`src/rtl/sar_seq_pkg.sv`:
```
package sar_seq_pkg;

  typedef enum logic {
    RATE_FAST = 1'b0,
    RATE_SLOW = 1'b1
  } rate_e;

  // Length of one sampling period for a given rate, in conversion-clock cycles.
  function automatic int unsigned period_cycles(rate_e r, int unsigned base);
    return (r == RATE_SLOW) ? 2 * base : base;
  endfunction

endpackage

```
`src/rtl/sar_rst_sync.sv`:
```
module sar_rst_sync #(
  parameter int unsigned STAGES = 2
) (
  input  logic clk,
  input  logic rst_async_n,
  output logic rst_sync_n
);

  logic [STAGES-1:0] stage_q;

  for (genvar gi = 0; gi < STAGES; gi++) begin : g_stage
    logic d;
    if (gi == 0) begin : g_first
      assign d = 1'b1;
    end else begin : g_next
      assign d = stage_q[gi-1];
    end
    always_ff @(posedge clk or negedge rst_async_n) begin
      if (!rst_async_n) stage_q[gi] <= 1'b0;
      else              stage_q[gi] <= d;
    end
  end

  assign rst_sync_n = stage_q[STAGES-1];

endmodule

```
`src/rtl/sar_period_ctr.sv`:
```
module sar_period_ctr
  import sar_seq_pkg::*;
#(
  parameter int unsigned ACQ_CYC  = 3,
  parameter int unsigned CONV_CYC = 18,
  parameter int unsigned CW       = 6
) (
  input  logic          clk,
  input  logic          rst_n,
  input  logic          auto_en,
  input  logic          rate_sel,
  output logic          run,
  output logic [CW-1:0] cnt,
  output rate_e         rate
);

  localparam int unsigned P_FAST    = ACQ_CYC + CONV_CYC;
  localparam int unsigned P_SLOW    = period_cycles(RATE_SLOW, P_FAST);
  localparam logic [CW-1:0] LAST_FAST = CW'(P_FAST - 1);
  localparam logic [CW-1:0] LAST_SLOW = CW'(P_SLOW - 1);

  logic          run_q, run_d;
  logic [CW-1:0] cnt_q, cnt_d;
  rate_e         rate_q, rate_d;
  logic          at_last;
  logic          ce;

  assign at_last = (cnt_q == ((rate_q == RATE_SLOW) ? LAST_SLOW : LAST_FAST));
  assign ce      = auto_en | run_q;

  always_comb begin
    run_d  = run_q;
    cnt_d  = cnt_q;
    rate_d = rate_q;
    if (!auto_en) begin
      run_d = 1'b0;
      cnt_d = '0;
    end else if (!run_q) begin
      run_d  = 1'b1;
      cnt_d  = '0;
      rate_d = rate_e'(rate_sel);
    end else if (at_last) begin
      cnt_d  = '0;
      rate_d = rate_e'(rate_sel);
    end else begin
      cnt_d = cnt_q + CW'(1);
    end
  end

  always_ff @(posedge clk or negedge rst_n) begin
    if (!rst_n) begin
      run_q  <= 1'b0;
      cnt_q  <= '0;
      rate_q <= RATE_FAST;
    end else if (ce) begin
      run_q  <= run_d;
      cnt_q  <= cnt_d;
      rate_q <= rate_d;
    end
  end

  assign run  = run_q;
  assign cnt  = cnt_q;
  assign rate = rate_q;

  AST_CNT_LIMIT: assert property (@(posedge clk) disable iff (!rst_n)
    cnt_q <= ((rate_q == RATE_SLOW) ? LAST_SLOW : LAST_FAST));
  AST_RATE_HELD: assert property (@(posedge clk) disable iff (!rst_n)
    (run_q && cnt_q != '0) |-> $stable(rate_q));
  AST_IDLE_CNT_ZERO: assert property (@(posedge clk) disable iff (!rst_n)
    !auto_en |=> (cnt_q == '0 && !run_q));

endmodule

```
`src/rtl/sar_phase_dec.sv`:
```
module sar_phase_dec
  import sar_seq_pkg::*;
#(
  parameter int unsigned ACQ_CYC  = 3,
  parameter int unsigned CONV_CYC = 18,
  parameter int unsigned WAKE_CYC = 3,
  parameter int unsigned CW       = 6
) (
  input  logic          clk,
  input  logic          rst_n,
  input  logic          run,
  input  logic [CW-1:0] cnt,
  input  rate_e         rate,
  input  logic          nap_req,
  output logic          start_stb,
  output logic          eoc_n,
  output logic          nap
);

  localparam int unsigned P_FAST   = ACQ_CYC + CONV_CYC;
  localparam int unsigned P_SLOW   = period_cycles(RATE_SLOW, P_FAST);
  localparam logic [CW-1:0] CONV_LO = CW'(ACQ_CYC);
  localparam logic [CW-1:0] CONV_HI = CW'(P_FAST - 1);
  localparam logic [CW-1:0] NAP_LO  = CW'(P_FAST + 1);
  localparam logic [CW-1:0] NAP_END = CW'(P_SLOW - WAKE_CYC - ACQ_CYC + 1);

  logic in_conv;
  logic in_nap_win;

  always_comb begin
    in_conv    = (cnt >= CONV_LO) && (cnt <= CONV_HI);
    in_nap_win = (cnt >= NAP_LO) && (cnt < NAP_END);
    start_stb  = run && (cnt == '0);
    eoc_n      = !(run && in_conv);
    nap        = run && nap_req && (rate == RATE_SLOW) && in_nap_win;
  end

  AST_START_ONE_WIDE: assert property (@(posedge clk) disable iff (!rst_n)
    start_stb |=> !start_stb);
  AST_EOC_AFTER_ACQ: assert property (@(posedge clk) disable iff (!rst_n)
    $fell(eoc_n) |-> (cnt == CONV_LO));
  AST_NAP_OUTSIDE_CONV: assert property (@(posedge clk) disable iff (!rst_n)
    nap |-> (eoc_n && !start_stb));
  AST_FAST_NEVER_NAPS: assert property (@(posedge clk) disable iff (!rst_n)
    (rate == RATE_FAST) |-> !nap);
  AST_NAP_WAKE_LEAD: assert property (@(posedge clk) disable iff (!rst_n)
    ($fell(nap) && nap_req && run) |-> (cnt == NAP_END));

endmodule

```
`src/rtl/sar_autotrig_seq.sv`:
```
module sar_autotrig_seq
  import sar_seq_pkg::*;
#(
  parameter int unsigned ACQ_CYC   = 3,
  parameter int unsigned CONV_CYC  = 18,
  parameter int unsigned WAKE_CYC  = 3,
  parameter int unsigned RST_STAGE = 2
) (
  input  logic clk_conv,
  input  logic rst_n,
  input  logic auto_trig_en,
  input  logic rate_slow_sel,
  input  logic auto_nap_en,
  output logic conv_start,
  output logic eoc_n,
  output logic nap_active
);

  localparam int unsigned P_FAST = ACQ_CYC + CONV_CYC;
  localparam int unsigned P_SLOW = period_cycles(RATE_SLOW, P_FAST);
  localparam int unsigned CW     = $clog2(P_SLOW);

  logic          rst_s_n;
  logic          run;
  logic [CW-1:0] cnt;
  rate_e         rate;

  sar_rst_sync #(.STAGES(RST_STAGE)) u_rst_sync (
    .clk         (clk_conv),
    .rst_async_n (rst_n),
    .rst_sync_n  (rst_s_n)
  );

  sar_period_ctr #(
    .ACQ_CYC  (ACQ_CYC),
    .CONV_CYC (CONV_CYC),
    .CW       (CW)
  ) u_ctr (
    .clk      (clk_conv),
    .rst_n    (rst_s_n),
    .auto_en  (auto_trig_en),
    .rate_sel (rate_slow_sel),
    .run      (run),
    .cnt      (cnt),
    .rate     (rate)
  );

  sar_phase_dec #(
    .ACQ_CYC  (ACQ_CYC),
    .CONV_CYC (CONV_CYC),
    .WAKE_CYC (WAKE_CYC),
    .CW       (CW)
  ) u_dec (
    .clk       (clk_conv),
    .rst_n     (rst_s_n),
    .run       (run),
    .cnt       (cnt),
    .rate      (rate),
    .nap_req   (auto_nap_en),
    .start_stb (conv_start),
    .eoc_n     (eoc_n),
    .nap       (nap_active)
  );

  AST_IDLE_QUIET: assert property (@(posedge clk_conv) disable iff (!rst_s_n)
    !auto_trig_en |=> (!conv_start && eoc_n && !nap_active));

endmodule

```
`config.mk`:
```
export PLATFORM = sky130hd
export DESIGN_NAME = sar_autotrig_seq
export DESIGN_NICKNAME = d
export VERILOG_FILES = /design/src/rtl/sar_seq_pkg.sv /design/src/rtl/sar_rst_sync.sv /design/src/rtl/sar_period_ctr.sv /design/src/rtl/sar_phase_dec.sv /design/src/rtl/sar_autotrig_seq.sv
export SDC_FILE = /design/constraint.sdc
export NUM_CORES = 1
export LEC_CHECK = 0
export BUFFER_PORTS_ARGS = -buffer_cell sky130_fd_sc_hd__buf_2
export CORE_MARGIN = 2
export CORE_UTILIZATION = 41
export DETAILED_ROUTE_END_ITERATION = 10
export GPL_TIMING_DRIVEN = 0
export PLACE_DENSITY_LB_ADDON = 0.15
export SLEW_MARGIN = 20
export SYNTH_ARGS = -nofsm -noshare
export SYNTH_HDL_FRONTEND = slang
export SYNTH_SLANG_ARGS = --single-unit
```
`constraint.sdc`:
```
create_clock -name clk_conv -period 1.61 [get_ports clk_conv]
set_clock_uncertainty 0.05 [all_clocks]
set_input_delay 0.161 -clock clk_conv [delete_from_list [all_inputs] [get_ports clk_conv]]
set_output_delay 0.161 -clock clk_conv [all_outputs]
set_load 0.01 [all_outputs]
```
Word-level counts from Yosys, hierarchy flattened
Cells that the tools add are included.

operators by class
  add/subtract/negate cells = 1
  $mul = 0
  divide/modulo/power cells = 0
  $lt $le $gt $ge = 4
  equality and inequality tests = 2
  shifts and indexed selects = 0
  mux-type cells = 7
  bitwise operators = 1
  reduce and logical (&&, ||, !) cells = 10

operators with widths
  operator               count
  $mux W6                4
  $logic_and A1 B1 Y1    7
  $add A6 B1 Y6 const B  1
  $eq A6 B6 Y1           1
  $ge A6 B2 Y1 const B   1
  $ge A6 B5 Y1 const B   1
  $le A6 B5 Y1 const B   1
  $logic_not A6 Y1       1
  $lt A6 B6 Y1 const B   1
  $mux W1                3
  $reduce_and A3 Y1      1
  $ne A2 B2 Y1 const B   1
  $logic_not A1 Y1       1
  $or A1 B1 Y1           1

word-level totals
  register bits after elaboration = 10
  bits in latches = 0
  RAM bits = 0
  ROM bits = 0
  word-level logic and storage cells = 30
  memories kept = 0

Longest topological paths before layout
Gate-level depths: netlist of the first run.

  depth after elaboration = 5
  mapped depth = 5
  depth with buffers taken out = 5

Cells and area by module
Synthesis of the first run repeated with hierarchy kept, for this count alone.

unflattened totals
  cell total of the unflattened synthesis = 58
  area, all modules = 565.5 sq um

by module, submodules not included
  module          instances  cells each  area each (sq um)  sequential area each (sq um)
  sar_period_ctr  1          42          425.4              200.2
  sar_phase_dec   1          13          86.3               0.0
  sar_rst_sync    1          3           53.8               50.0

Worst setup path before layout of the first run
No wires, ideal clock.

  kind = flip-flop to flip-flop
  from = reg u_ctr.cnt_q[0], in the netlist u_ctr.cnt[0]
  to = reg u_ctr.cnt_q[4], in the netlist u_ctr.cnt[4]
  setup time = 0.126 ns
  arrival = 1.565 ns
  required time = 1.434 ns
  path slack = -0.131 ns
  cell stages (with the launch flop) = 5
  buffers on the path = 0
  clock period less this slack = 1.741 ns
  cells stage by stage = dfrtp_1 -> or4b_4 -> o21ai_4 -> nor4_1 -> a311o_1

on the way
  cells in the longest elaborated chain, start to end = 4

RTL lines
  item                                           RTL line                                    RTL
  from (decl)                                    sar_period_ctr.sv:23                        logic [CW-1:0] cnt_q, cnt_d;
  from (signal assigned)                         sar_period_ctr.sv:57                        cnt_q <= cnt_d;
  $add A6 B1 Y6 or $eq A6 B6 Y1 (tied branches)  sar_period_ctr.sv:46, sar_period_ctr.sv:28
  $mux W6 *                                      sar_period_ctr.sv:42                        end else if (at_last) begin
  $mux W6 *                                      sar_period_ctr.sv:38                        end else if (!run_q) begin
  $mux W6 *                                      sar_period_ctr.sv:35                        if (!auto_en) begin

Every way passes the cells marked *; elsewhere a longest branch is shown, timed or not.
A chain may end at the register's enable or synchronous reset.

Worst setup path in the final report of the first run
Ends and elaborated chain as after synthesis.

==> flow_summary.yaml, run 1 <==
outcome:
  status: "complete, but fails checks"
  violations: "setup timing"
global_route:
  grt_max_degree: 11
  antenna_found_initial: 0
  grt_overflow: 0
  grt_pass1_vias: 595
  grt_usage: 0.194
  grt_pass1_wl_mm: 2.66
timing:
  fin_ws_ps: -168
  period_share: 1.10
  max_freq_mhz: 562
  rsz0062_at_grt: "yes"
  report.final.slew_viol_count: 0
  hold_viol: 0
  period_needed_ps: 1780
  holdWs_ps: 83.9
  setup_viol: 10
placement:
  dpl.hpwl_um: 944
  place.gp.congestion: 0.710
  place_area_sq_um: 709
  portBuffers: 7
die:
  die_w_um: 43.9
  core_area_sq_mm: 0.00151
  num_io_pins: 8
  rows: 14
  initial_core_util: 0.434
  die_area_sq_mm: 0.00193
  die_h_um: 43.9
final_layout:
  area_growth_pct: 38.9
  final_cell_mix: "10 x buf_4, 7 x buf_2, 7 x dfrtp_1"
  drive_gt1_frac: 0.444
  layout_commonest_cell: "buf_4"
  antenna_cells: 0
  fin_area_sq_um: 907
  fin_nets: 101
setup_path:
  crit_arrival_ps: 1870
  cp-end-kind: "flip-flop"
  worstRegToRegCells: 4
  critPathMaxFanout: 5
  crit_chain: "or4b_4 -> o21ai_4 -> nor2_2 -> a311o_1"
  slowest_delay_ps: 540
  path_class: "reg2reg"
  r2r_setup_slack_ps: -170
  worst_setup_path_start_kind: "flip-flop"
  worst_ep_required_time_ps: 1700
  rr_startpoint: "u_ctr.cnt[0]$_DFFE_PN0P_"
  reg2reg_to: "u_ctr.cnt[4]$_DFFE_PN0P_"
  slowest_stage: "or4b_4"
  cp_top_family: "simple AND/OR/NAND/NOR gates"
  path_buf_inv: 0
detailed_routing:
  vias: 601
  drtAntennaViolNets: 0
  post_drt_wl_per_cell_um: 14.5
  routed_via_density: 5.67
  finalWirelength_mm: 1.54
  drtIter0Drc: 7
  route.detailed.drc: 0
  dr.pass1.iters: 4
synth:
  syn-instance-count: 65
  avgSynthCellArea_sq_um: 10.0
  synth_fp_nets: 75
  synth-seq-cells: 10
  ys_seq_area_frac: 0.383
  yosysUniqueCellTypes: 35
  yosys_warnings: 0
  synth_area_sq_um: 653
clock_network:
  cts_tree: "built"
  clkSinkCount: 10
  cts_max_level: 1
  clk_path_buf_depth: 2
  cts_root_buf: "clkbuf_4"
  clk_pin_slew_ps: 70
  cts_made_buffers: 3
  clock_latency_ps: 270
power:
  max-vdd-ir-drop_v: 0.000578
  power_density_mw_per_mm2: 660
  leakage_uw: 0.000398
min_path:
  worstHoldPathType: "reg2async"
job:
  maxCapViolations: 0
==> layout make-up <==
type / count / area, sq um
Timing Repair Buffer: 21 / 146
Clock buffer: 4 / 36.3
Tap cell: 16 / 20.0
Multi-Input combinational cell: 49 / 413
Fill cell: 129 / 599
Sequential cell: 10 / 254
Inverter: 3 / 11.3
Buffer: 3 / 26.3
==> metal layers <==
metal / vias up / global-route usage / share of wire
met2: 11 / 0.306 / 0.49
met3: 2 / 0.0625 / 0.038
met4: 0 / 0.0545 / 0.0065
met1: 298 / 0.254 / 0.47
met5: - / 0 / 0
li1: 290 / - / -
==> synth_stat cells <==
cell type | number | area share
or3_1 | 1 | 0.0096
buf_6 | 1 | 0.017
and3_2 | 1 | 0.011
nor2_2 | 1 | 0.0096
nor4bb_1 | 1 | 0.015
nand2_1 | 4 | 0.023
o21ai_4 | 1 | 0.025
o21bai_1 | 1 | 0.011
o31ai_1 | 1 | 0.011
nor4_1 | 1 | 0.0096
a21oi_1 | 1 | 0.0077
nand2b_1 | 1 | 0.0096
or3b_1 | 1 | 0.013
ha_1 | 5 | 0.096
a32o_1 | 1 | 0.015
o21a_1 | 2 | 0.023
xnor2_1 | 1 | 0.013
dfrtp_1 | 10 | 0.38
a311o_1 | 1 | 0.015
buf_4 | 1 | 0.011
o41ai_1 | 1 | 0.013
inv_1 | 3 | 0.017
nand3_1 | 5 | 0.038
nor2b_1 | 2 | 0.019
conb_1 | 1 | 0.0057
a41o_2 | 1 | 0.017
nor2_1 | 4 | 0.023
and2_2 | 1 | 0.011
o32ai_1 | 1 | 0.013
o21ai_0 | 2 | 0.015
or4b_4 | 1 | 0.021
a31o_2 | 1 | 0.013
a22o_1 | 3 | 0.040
o311ai_0 | 1 | 0.013
clkbuf_1 | 1 | 0.0057
==> kinds of logic after synthesis <==
| logic type | share of synthesized area |
|---|---|
| xor gates and xnor gates | 0.0134 |
| AOI/OAI and AO/OA | 0.236 |
| adders and majority gates | 0.0958 |
| DFF | 0.383 |
| and+or+nand+nor | 0.215 |
| other | 0.00574 |
| buffers and inverters | 0.0517 |
==> how the worst max path moves through the flow <==
stage / cells after the start / start / end / slack (ps)
after floorplan: 4 / u_ctr.cnt[0]$_DFFE_PN0P_ / u_ctr.cnt[4]$_DFFE_PN0P_ / -90
after global placement: 4 / u_ctr.cnt[1]$_DFFE_PN0P_ / u_ctr.cnt[4]$_DFFE_PN0P_ / -220
after detailed placement: 4 / u_ctr.cnt[1]$_DFFE_PN0P_ / u_ctr.cnt[4]$_DFFE_PN0P_ / -220
after CTS: 4 / u_ctr.cnt[3]$_DFFE_PN0P_ / eoc_n / -190
after global routing: 4 / u_ctr.cnt[2]$_DFFE_PN0P_ / eoc_n / -230
final: 4 / u_ctr.cnt[0]$_DFFE_PN0P_ / u_ctr.cnt[4]$_DFFE_PN0P_ / -170
==> timing repair <==
action | 4_1_cts | 5_1_grt
setup endpoints to repair | 8 | 9
pin swaps | 5 | 5
setup buffers | 11 | 2
hold buffers | 1 | 0
endpoints found under the hold margin | 2 | 0
resized for setup | 5 | 10
cloned | 0 | 0
==> through the flow <==
| stage | setup TNS [ps] | total power (uW) | utilization | cells | setup WS (ps) |
|---|---|---|---|---|---|
| 2_1_floorplan | -96.7 | 320 | - | 65 | -89.8 |
| 3_3_place_gp | -636 | 346 | 0.471 | 88 | -222 |
| 3_5_place_dp | -642 | 346 | 0.471 | 88 | -221 |
| 4_1_cts | -764 | 599 | 0.561 | 104 | -187 |
| 5_1_grt | -1360 | 628 | 0.602 | 106 | -228 |
| 6_report | -842 | 599 | 0.602 | 106 | -168 |
==> registers in the layout, indices dropped and copies added, names as in the netlist <==
name	count
u_ctr.cnt	6
u_ctr.rate	1
u_ctr.run	1
u_rst_sync.g_stage.d	1
u_rst_sync.rst_sync_n	1
==> report_power, final <==
group | leakage (uW) | switching, uW | internal [uW]
sequential | 0.000125 | 14.1 | 263
clock | 0.0000210 | 89.5 | 137
combinational | 0.000252 | 47.5 | 47.4
No activity file was read; power rests on OpenSTA's default activity.
==> run 2: changes to the inputs <==
Settings changed: CTS_CLUSTER_SIZE set to 30, PLACE_DENSITY_LB_ADDON 0.15 to unset, SLEW_MARGIN 20 to unset.
==> run 2 against run 1 <==
Against the previous run:
- the flow still finishes with violations (setup timing)
- cell count grew 3.8%
- maximum frequency shrank 2.8%
- first-iteration DRC count grew 140%
- global-route usage grew 1.5 points
==> flow_summary.yaml, run 2 (synthesis results as in run 1) <==
outcome:
  status: "complete, but fails checks"
  violations: "setup timing"
timing:
  fin_tns_setup_ps: -1220
  max_freq_mhz: 547
  setup_viol: 10
  holdWs_ps: 87.5
  period_needed_ps: 1830
  rsz0062_at_grt: "yes"
  hold_viol: 0
  fin_ws_ps: -218
  period_share: 1.14
  report.final.slew_viol_count: 0
clock_network:
  clock_latency_ps: 270
  cts_made_buffers: 3
  cts_root_buf: "clkbuf_4"
  clk_pin_slew_ps: 70
  clk_path_buf_depth: 2
  clkSinkCount: 10
  cts_tree: "built"
  cts_max_level: 1
die:
  die_h_um: 43.9
  die_w_um: 43.9
  die_area_sq_mm: 0.00193
  initial_core_util: 0.434
  core_area_sq_mm: 0.00151
  rows: 14
  num_io_pins: 8
final_layout:
  final_util: 0.632
  drive_gt1_frac: 0.500
  final_cell_mix: "14 x buf_4, 7 x buf_2, 6 x dfrtp_1"
  fin_nets: 105
  largest_reg_flops: 6
  area_growth_pct: 45.8
  layout_commonest_cell: "buf_4"
  antenna_cells: 0
  top_register: "u_ctr.cnt"
detailed_routing:
  vias: 614
  dr.pass1.iters: 4
  routed_via_density: 5.58
  drtAntennaViolNets: 0
  post_drt_wl_per_cell_um: 15.8
  drtIter0Drc: 17
  route.detailed.drc: 0
  finalWirelength_mm: 1.74
setup_path:
  worst_ep_required_time_ps: 1720
  rr_startpoint: "u_ctr.cnt[0]$_DFFE_PN0P_"
  reg2reg_to: "u_ctr.cnt[2]$_DFFE_PN0P_"
  cp-end-kind: "flip-flop"
  r2r_setup_slack_ps: -220
  worst_setup_path_start_kind: "flip-flop"
  critPathMaxFanout: 6
  worstRegToRegCells: 5
  path_class: "reg2reg"
  crit_arrival_ps: 1930
power:
  power_density_mw_per_mm2: 598
  combPwrFrac: 0.196
  switchingPower_uw: 151
  max-vdd-ir-drop_v: 0.000458
  swShare: 0.266
  p_int_uw: 418
  pwr-share-seq: 0.487
  p_clk_frac: 0.317
  leakage_uw: 0.000425
placement:
  dp_worst_setup_slack_ps: -222
  place.gp.congestion: 0.780
  portBuffers: 7
  dpl.hpwl_um: 946
global_route:
  grtUsageMet1: 0.284
  grt_usage: 0.209
  met3_usage: 0.0292
  top_usage_layer: "met2"
  grt_use_met2: 0.321
  grt_overflow: 0
  antenna_found_initial: 0
  grt_pass1_wl_mm: 2.88
  grt_pass1_vias: 600
  grt_max_degree: 11
min_path:
  worstHoldPathType: "reg2async"
job:
  maxCapViolations: 0
[run 2: cell count changes in the layout (fill, tap and decap cells not counted), sizes merged]
cell,previous run,this run
buf,22,26
[run 2: metrics by stage]
| stage | instances | power (uW) | area (sq um) |
|---|---|---|---|
| 5_1_grt | 110 | 599 | 952 |
| 3_3_place_gp | 88 | 345 | 709 |
| 4_1_cts | 107 | 565 | 900 |
| 2_1_floorplan | 65 | 320 | 654 |
| 6_report | 110 | 569 | 952 |
| 3_5_place_dp | 88 | 345 | 709 |
[run 2: timing repair]
| item | CTS | global route |
|---|---|---|
| pin swaps | 6 | 8 |
| buffers inserted | 14 | 4 |
| hold buffers | 1 | 0 |
| gates cloned | 0 | 0 |
| endpoints found under the hold margin | 2 | 0 |
| resized for setup | 11 | 8 |
| endpoints found under the setup margin | 8 | 10 |
[run 2: routing by layer]
metal	routed length, um	share of wire
met3	69	0.040
met2	895	0.51
met4	15	0.0086
met5	0	0
met1	758	0.44
[run 2: power groups by stage]
stage | logic, uW | registers [uW] | clock network (uW)
global route | 122 | 280 | 196
floorplan | 38.1 | 282 | 0
CTS | 97.4 | 279 | 188
finish | 111 | 277 | 181
global placement | 56.1 | 289 | 0
detailed placement | 56.3 | 289 | 0
[run 2: worst max-delay path, cell delays in order (launching register included)]
cell and delay, ps:
dfrtp_2 450, or4b_4 520, o21ai_4 270, buf_4 170, o32ai_1 70, a22o_1 180
[run 2: final cells by class]
cell class | count | area (sq um)
Multi-Input combinational cell | 49 | 418
Clock buffer | 4 | 26.3
Tap cell | 16 | 20.0
Inverter | 3 | 13.8
Timing Repair Buffer | 26 | 204
Buffer | 2 | 15.0
Sequential cell | 10 | 255
Fill cell | 125 | 554
[run 2: worst max-delay path by stage]
stage / start / to / slack, ps / depth (start not counted)
after detailed placement: u_ctr.cnt[1]$_DFFE_PN0P_ / u_ctr.cnt[4]$_DFFE_PN0P_ / -220 / 4
after global routing: u_ctr.cnt[0]$_DFFE_PN0P_ / u_ctr.cnt[2]$_DFFE_PN0P_ / -240 / 5
final: u_ctr.cnt[0]$_DFFE_PN0P_ / u_ctr.cnt[2]$_DFFE_PN0P_ / -220 / 5
after global placement: u_ctr.cnt[1]$_DFFE_PN0P_ / u_ctr.cnt[4]$_DFFE_PN0P_ / -230 / 4
after CTS: u_ctr.cnt[2]$_DFFE_PN0P_ / eoc_n / -190 / 4
after floorplan: u_ctr.cnt[0]$_DFFE_PN0P_ / u_ctr.cnt[4]$_DFFE_PN0P_ / -90 / 4
